## config.mk

```make
export PLATFORM = sky130hd
export DESIGN_NAME = branch_hist_predictor
export DESIGN_NICKNAME = d
export VERILOG_FILES = /design/src/rtl/bhp_pkg.sv /design/src/rtl/bhp_lookup.sv /design/src/rtl/bhp_rr_ptr.sv /design/src/rtl/branch_hist_predictor.sv
export SDC_FILE = /design/constraint.sdc
export NUM_CORES = 1
export LEC_CHECK = 0
export BUFFER_PORTS_ARGS = -buffer_cell sky130_fd_sc_hd__buf_2
export CAP_MARGIN = 20
export CORE_ASPECT_RATIO = 1.4
export CORE_MARGIN = 2
export CORE_UTILIZATION = 60
export DETAILED_ROUTE_END_ITERATION = 10
export MAX_ROUTING_LAYER = met4
export PLACE_DENSITY = 0.85
export SETUP_SLACK_MARGIN = 0.02
export SLEW_MARGIN = 10
export SYNTH_ARGS = -nofsm -noshare
export SYNTH_HDL_FRONTEND = slang
export SYNTH_SLANG_ARGS = --single-unit
```

## constraint.sdc

```tcl
create_clock -name clk -period 7.23 [get_ports clk]
set_clock_uncertainty 0.2 [all_clocks]
set_input_delay 0.723 -clock clk [delete_from_list [all_inputs] [get_ports clk]]
set_output_delay 0.723 -clock clk [all_outputs]
set_load 0.005 [all_outputs]
```

## src/rtl/bhp_pkg.sv

```systemverilog
`timescale 1ns/1ps
package bhp_pkg;
    localparam int PC_W = 16;

    typedef logic [PC_W-1:0] pc_t;

    typedef struct packed {
        logic vld;
        logic hist;
        pc_t  br_pc;
        pc_t  tgt_pc;
    } bhp_entry_t;
endpackage

```

## src/rtl/bhp_lookup.sv

```systemverilog
`timescale 1ns/1ps
module bhp_lookup #(
    parameter int ENTRIES = 8,
    parameter int IDX_W   = $clog2(ENTRIES)
) (
    input  bhp_pkg::bhp_entry_t [ENTRIES-1:0] tbl,
    input  bhp_pkg::pc_t                      key,
    output logic                              hit,
    output logic [IDX_W-1:0]                  idx
);
    // lowest matching slot wins; allocation only on miss keeps matches unique
    always_comb begin
        hit = 1'b0;
        idx = '0;
        for (int i = ENTRIES - 1; i >= 0; i--) begin
            if (tbl[i].vld && (tbl[i].br_pc == key)) begin
                hit = 1'b1;
                idx = IDX_W'(i);
            end
        end
    end
endmodule

```

## src/rtl/bhp_rr_ptr.sv

```systemverilog
`timescale 1ns/1ps
module bhp_rr_ptr #(
    parameter int ENTRIES = 8,
    parameter int IDX_W   = $clog2(ENTRIES)
) (
    input  logic             clk,
    input  logic             rst_n,
    input  logic             adv,
    output logic [IDX_W-1:0] ptr
);
    localparam logic [IDX_W-1:0] LAST = IDX_W'(ENTRIES - 1);

    logic [IDX_W-1:0] ptr_d, ptr_q;

    always_comb begin
        ptr_d = ptr_q;
        if (adv) begin
            ptr_d = (ptr_q == LAST) ? '0 : ptr_q + 1'b1;
        end
    end

    always_ff @(posedge clk or negedge rst_n) begin
        if (!rst_n) ptr_q <= '0;
        else        ptr_q <= ptr_d;
    end

    assign ptr = ptr_q;
endmodule

```

## src/rtl/branch_hist_predictor.sv

```systemverilog
`timescale 1ns/1ps
module branch_hist_predictor #(
    parameter int ENTRIES = 8
) (
    input  logic                 clk,
    input  logic                 rst_n,
    input  logic [15:0]          fetch_pc,
    input  logic                 res_valid,
    input  logic                 res_link,
    input  logic                 res_taken,
    input  logic [15:0]          res_pc,
    input  logic [15:0]          res_target,
    output logic                 redirect_en,
    output logic [15:0]          redirect_pc,
    output logic                 flush
);
    import bhp_pkg::*;

    localparam int IDX_W = (ENTRIES > 1) ? $clog2(ENTRIES) : 1;

    typedef struct packed {
        bhp_entry_t [ENTRIES-1:0] tbl;
    } state_t;

    state_t st_d, st_q;

    logic             f_hit, r_hit;
    logic [IDX_W-1:0] f_idx, r_idx, alloc_idx;
    logic             outcome, mispredict, alloc;

    // fetch-side and resolve-side searches share one matcher design
    bhp_lookup #(.ENTRIES(ENTRIES), .IDX_W(IDX_W)) u_fetch_lu (
        .tbl (st_q.tbl),
        .key (fetch_pc),
        .hit (f_hit),
        .idx (f_idx)
    );

    bhp_lookup #(.ENTRIES(ENTRIES), .IDX_W(IDX_W)) u_res_lu (
        .tbl (st_q.tbl),
        .key (res_pc),
        .hit (r_hit),
        .idx (r_idx)
    );

    bhp_rr_ptr #(.ENTRIES(ENTRIES), .IDX_W(IDX_W)) u_rr (
        .clk   (clk),
        .rst_n (rst_n),
        .adv   (alloc),
        .ptr   (alloc_idx)
    );

    // jump-and-link always resolves as taken
    assign outcome    = res_taken | res_link;
    assign mispredict = res_valid && r_hit && (st_q.tbl[r_idx].hist != outcome);
    assign alloc      = res_valid && !r_hit;

    always_comb begin
        st_d = st_q;
        if (mispredict) begin
            st_d.tbl[r_idx].hist = outcome;
        end else if (alloc) begin
            st_d.tbl[alloc_idx].vld    = 1'b1;
            st_d.tbl[alloc_idx].hist   = outcome;
            st_d.tbl[alloc_idx].br_pc  = res_pc;
            st_d.tbl[alloc_idx].tgt_pc = res_target;
        end
    end

    // resolve correction outranks the fetch prediction
    always_comb begin
        flush       = 1'b0;
        redirect_en = 1'b0;
        redirect_pc = fetch_pc + 1'b1;
        if (mispredict) begin
            flush       = 1'b1;
            redirect_en = !outcome;
            redirect_pc = res_pc + 1'b1;
        end else if (f_hit && st_q.tbl[f_idx].hist) begin
            redirect_en = 1'b1;
            redirect_pc = st_q.tbl[f_idx].tgt_pc;
        end
    end

    always_ff @(posedge clk or negedge rst_n) begin
        if (!rst_n) st_q <= '0;
        else        st_q <= st_d;
    end
endmodule

```

; Word-level counts from Yosys, hierarchy flattened
; Index checks and enable logic that the tools add are counted.
[totals]
ff_bits = 275
inputBits = 53
out_inout_bits = 18
wordCells = 144
[classes]
n_addsub = 3
magnitude_cmp = 5
eq_ne = 18
muxes = 59
n_bitwise = 1
n_reduce_logical = 25
[ops]
columns = op, count
row1 = $bwmux 272, 5
row2 = $mux 272, 2
row3 = $demux 34 s3, 5
row4 = $eq 16x16->1, 16
row5 = $bmux 34 s3, 2
row6 = $mux 33, 4
row7 = $mux 3, 17
row8 = $mux 16, 3
row9 = $mux 34, 1
row10 = $add 16x1->16 const B, 2
row11 = $mux 32, 1
row12 = $logic_and 1x1->1, 22
row13 = $mux 1, 19
row14 = $lt 3x4->1 const B, 3
row15 = $ge 3x1->1 const B, 2
row16 = $add 3x1->3 const B, 1
row17 = $eq 3x3->1 const B, 1
row18 = $logic_not 1->1, 2
row19 = $reduce_bool 2->1, 1
row20 = $ne 1x1->1, 1
row21 = $or 1x1->1, 1

; Logic depth before layout (Yosys ltp)
[depth]
ltp_word = 16
depth_mapped = 15
ltp_nobuf = 11

; Modules after synthesis
; Synthesis repeated with hierarchy kept, for this count alone.
[unflattened]
hier_cells = 1508
area_unflattened_um2 = 15909.0
[by_module_without_submodules]
columns = module, instances, cells_per_inst, area_each_um2, seq_area_each_um2
row1 = branch_hist_predictor, 1, 1083, 12470.7, 6806.5
row2 = bhp_lookup, 2, 207, 1647.8, 0.0
row3 = bhp_rr_ptr, 1, 11, 142.6, 75.1

; Least setup slack after synthesis
; OpenSTA, ideal clock, no wires.
[synth_path]
path_type = input -> output
startpoint = input fetch_pc[10]
endpoint = output redirect_pc[10]
arrival_time_ns = 3.579
setup_slack_ns = 2.728
cell_stages = 13
cell_sequence = buf_6 -> xor2_1 -> or4_1 -> or4b_1 -> a2111oi_1 -> o2111ai_1 -> o221ai_2 -> mux2i_1 -> nand2b_1 -> nand3_2 -> buf_6 -> mux2_2 -> mux2i_1
[synth_between]
elab_chain_cells = 15
[synth_rtl]
columns = element, line
row1 = start: declaration, branch_hist_predictor.sv:7  ; input logic [15:0] fetch_pc,
row2 = $eq 16x16->1, bhp_lookup.sv:16  ; if (tbl[i].vld && (tbl[i].br_pc == key)) begin
row3 = $logic_and 1x1->1, bhp_lookup.sv:16
row4 = $mux 3 (8 in series), bhp_lookup.sv:16
row5 = $bmux 34 s3, "branch_hist_predictor.sv:79, branch_hist_predictor.sv:81"
row6 = $mux 33 (not written as such), branch_hist_predictor.sv:81  ; redirect_pc = st_q.tbl[f_idx].tgt_pc;
row7 = $logic_and 1x1->1, branch_hist_predictor.sv:79  ; end else if (f_hit && st_q.tbl[f_idx].hist) begin
row8 = $mux 16 (*), branch_hist_predictor.sv:79
row9 = $mux 16 (*), branch_hist_predictor.sv:75  ; if (mispredict) begin
row10 = end: declaration, branch_hist_predictor.sv:14  ; output logic [15:0] redirect_pc,
; Mark *: on every way between the ends. The rest lies on a longest branch, timed or not. The select of a mux whose other input is x is not followed.

; Worst setup path in the final report
[layout_path]
startpoint = input res_pc[5]
endpoint = output redirect_pc[3]
[layout_between]
elab_chain_cells = 15
[layout_rtl]
columns = element, line
row1 = start: declaration, branch_hist_predictor.sv:11  ; input logic [15:0] res_pc,
row2 = $eq 16x16->1, bhp_lookup.sv:16
row3 = $logic_and 1x1->1, bhp_lookup.sv:16
row4 = $mux 3 (8 in series), bhp_lookup.sv:16
row5 = $bmux 34 s3, branch_hist_predictor.sv:55  ; assign mispredict = res_valid && r_hit && (st_q.tbl[r_idx].hist != outcome);
row6 = $mux 33 (not written as such), branch_hist_predictor.sv:55
row7 = $ne 1x1->1, branch_hist_predictor.sv:55
row8 = $logic_and 1x1->1 (*), branch_hist_predictor.sv:55
row9 = $mux 16 (*), branch_hist_predictor.sv:75
; Marked as above.

==> impl_metrics.yaml <==
outcome:
  status: "completed"
global_routing:
  antenna_found_initial: 0
  grt_pass1_wl_um: 77200
  grt_max_degree: 123
  grt_overflow_total: 0
  grt.total_usage: 0.360
  grt_pass1_vias: 12900
die:
  die_x_um: 145
  io_pins: 71
  dieArea_um2: 29300
  coreArea_um2: 27600
  start_util: 0.608
  std_cell_rows: 72
  die_y_um: 202
timing:
  setup_ws_ns: 1.23
  timing_worst_slew_pin_value_ns: 1.15
  max_freq_ghz: 0.167
  hold_viol: 0
  setup_viol: 0
  rsz0062_at_grt: "no"
  hold_ws_ns: 0.0495
  relSlewSlack: 0.226
  setup_tns_ns: 0
  period_share: 0.829
  maxSlewViolCount: 0
  fin_crit_ns: 6.00
power_and_ir_drop:
  p_sw_frac: 0.361
  pwr-share-clk: 0.208
  p_switching_w: 0.00254
  p_leak_nw: 7.32
  powerDensity_nw_per_um2: 384
  seqPwrFrac: 0.426
  p_comb_frac: 0.367
  p_int_w: 0.00449
  peakVddDrop_mv: 0.245
yosys:
  synth_area_um2: 16700
  synthFlopType: "dfrtp_1"
  yosysSeqAreaShare: 0.411
  synth_warnings: 0
  synth_fp_nets: 1560
  synthTopCellsByCount: "dfrtp_1, mux2_2, xor2_1"
  synth_top_area_frac: 0.411
  synth_edf_count: 0
  ys_ff_latch: 275
  synthTopCellsByArea: "dfrtp_1, mux2_2, xor2_1"
  yosys.cell_count.top_type: "dfrtp_1"
  avgSynthCellArea_um2: 11.1
  synthCells: 1503
  synth_async_sr_flop_share: 1.00
  synthDistinctLibCells: 56
  synth_top_area_cell: "dfrtp_1"
clock_tree:
  clk_pin_slew_ns: 0.06
  cts_buffer_depth: 3
  cts-htree-levels: 1
  cts_hold_buf: 0
  cts.sinks: 275
  postCtsSetupBuffers: 0
  post_cts_resized: 0
  cts_tree: "built"
  clock-root-buffer: "clkbuf_16"
  cts_buffers: 27
  clk_latency_ns: 0.55
hold_path:
  hp-class: "in2async"
route:
  num_vias: 12700
  via_per_inst: 6.56
  wire_per_inst_um: 26.7
  wirelength_um: 51600
  drt_first_pass_iters: 5
  ant_nets: 0
  drt_iter0_drc: 980
  route.detailed.drc: 0
worst_setup_path:
  critPathMaxFanout: 19
  cp.arrival_ns: 5.07
  r2r_cells: 9
  timing.rr.start: "st_q[91]$_DFFE_PN0P_"
  reg2reg_to: "st_q[4]$_DFFE_PN0P_"
  critPathLaunchType: "input pin"
  r2r_slack_ns: 2.83
  path_class: "in2out"
  critPathRequiredTime_ns: 6.31
  crit_path_end_kind: "output pin"
place:
  place_area_um2: 17400
  pre_cts_ws_ns: 1.45
  hpwl_um: 35300
  place_congestion: 1.08
  port_buffers: 70
cells_and_area:
  finalInstanceArea_um2: 18300
  area_growth_pct: 9.29
  drive_gt1_frac: 0.282
  n_antenna_cell: 0
  finalNetCount: 1603
flow_run:
  maxCapViolCount: 0
[final cells by class]
cell class                      count  area (um2)
Clock buffer                       35         766
Clock inverter                     13         146
Fill cell                        2167        9260
Inverter                           11        41.3
Multi-Input combinational cell   1125        9360
Sequential cell                   275        6880
Tap cell                          370         463
Timing Repair Buffer              106         651
[worst max-delay path by stage]
stage | startpoint | end | depth (start not counted)
after detailed placement | fetch_pc[12] | redirect_pc[15] | 14
final | res_pc[5] | redirect_pc[3] | 14
after CTS | fetch_pc[12] | redirect_pc[15] | 14
after global routing | fetch_pc[11] | redirect_pc[9] | 14
after global placement | res_pc[5] | redirect_pc[3] | 14
after floorplan | fetch_pc[10] | redirect_pc[10] | 13
[power by group through the flow]
| stage | combinational, W | clock [W] | sequential [W] |
|---|---|---|---|
| 2_1_floorplan | 0.00201 | 0 | 0.00279 |
| 3_3_place_gp | 0.00246 | 0 | 0.00294 |
| 3_5_place_dp | 0.00253 | 0 | 0.00299 |
| 4_1_cts | 0.00255 | 0.00147 | 0.00297 |
| 5_1_grt | 0.00279 | 0.00154 | 0.00307 |
| 6_report | 0.00258 | 0.00146 | 0.00299 |
[registers in the layout, summed over array words and instances, names as in the netlist]
register and flops:
st_q 272, u_rr.ptr 3
[through the flow]
| stage | total power, W | instances | utilization |
|---|---|---|---|
| 6_report | 0.00703 | 1935 | 0.664 |
| 5_1_grt | 0.00739 | 1935 | 0.664 |
| 4_1_cts | 0.00699 | 1934 | 0.663 |
| 3_5_place_dp | 0.00552 | 1886 | 0.630 |
| 3_3_place_gp | 0.00540 | 1886 | 0.630 |
| 2_1_floorplan | 0.00480 | 1503 | - |
[cell usage in the layout (no fill, tap or decap), types with 5 or more instances in the layout]
master / instances
buf_2: 69
nand3_1: 28
nand4_1: 32
a211oi_1: 11
clkinv_2: 8
o41ai_1: 8
clkbuf_8: 6
nand3_2: 7
nor4_1: 63
o21ai_0: 17
nand2_1: 94
mux2_2: 266
and4b_1: 10
xor2_1: 160
inv_1: 10
a22oi_1: 32
nor2_1: 35
nor3_1: 5
buf_4: 35
mux2i_1: 84
xnor2_1: 124
or4_1: 30
nand2b_1: 28
and3_1: 7
dfrtp_1: 275
and4_1: 7
a21oi_1: 12
clkbuf_16: 27
nor2b_1: 8
nor4b_1: 5
[layer usage]
metal | vias to the layer above | GRT usage | wire, um
li1 | 5501 | - | -
met1 | 6362 | 0.419 | 19200
met2 | 610 | 0.582 | 24600
met3 | 220 | 0.0501 | 3780
met4 | 0 | 0.240 | 4020
met5 | - | - | 0
[cell families after synthesis]
family,Yosys count,synth area share
buffers and inverters,103,0.0339
AOI/OAI and AO/OA,95,0.0394
xor gates and xnor gates,284,0.149
and+or+nand+nor,392,0.135
adders and majority gates,4,0.00299
DFF,275,0.411
muxes,350,0.229
[worst max-delay path: stages]
cell	delay (ns)
buf_2	0.47
xor2_1	0.17
nor4_1	0.34
nand2_1	0.09
nor4_1	0.77
o2111ai_1	0.32
and4_1	0.25
o21ai_1	0.16
nand3_2	0.15
xnor2_1	0.22
nor3b_4	0.59
buf_4	0.29
mux2i_1	0.32
buf_2	0.18
(Power assumes the default switching activity.)
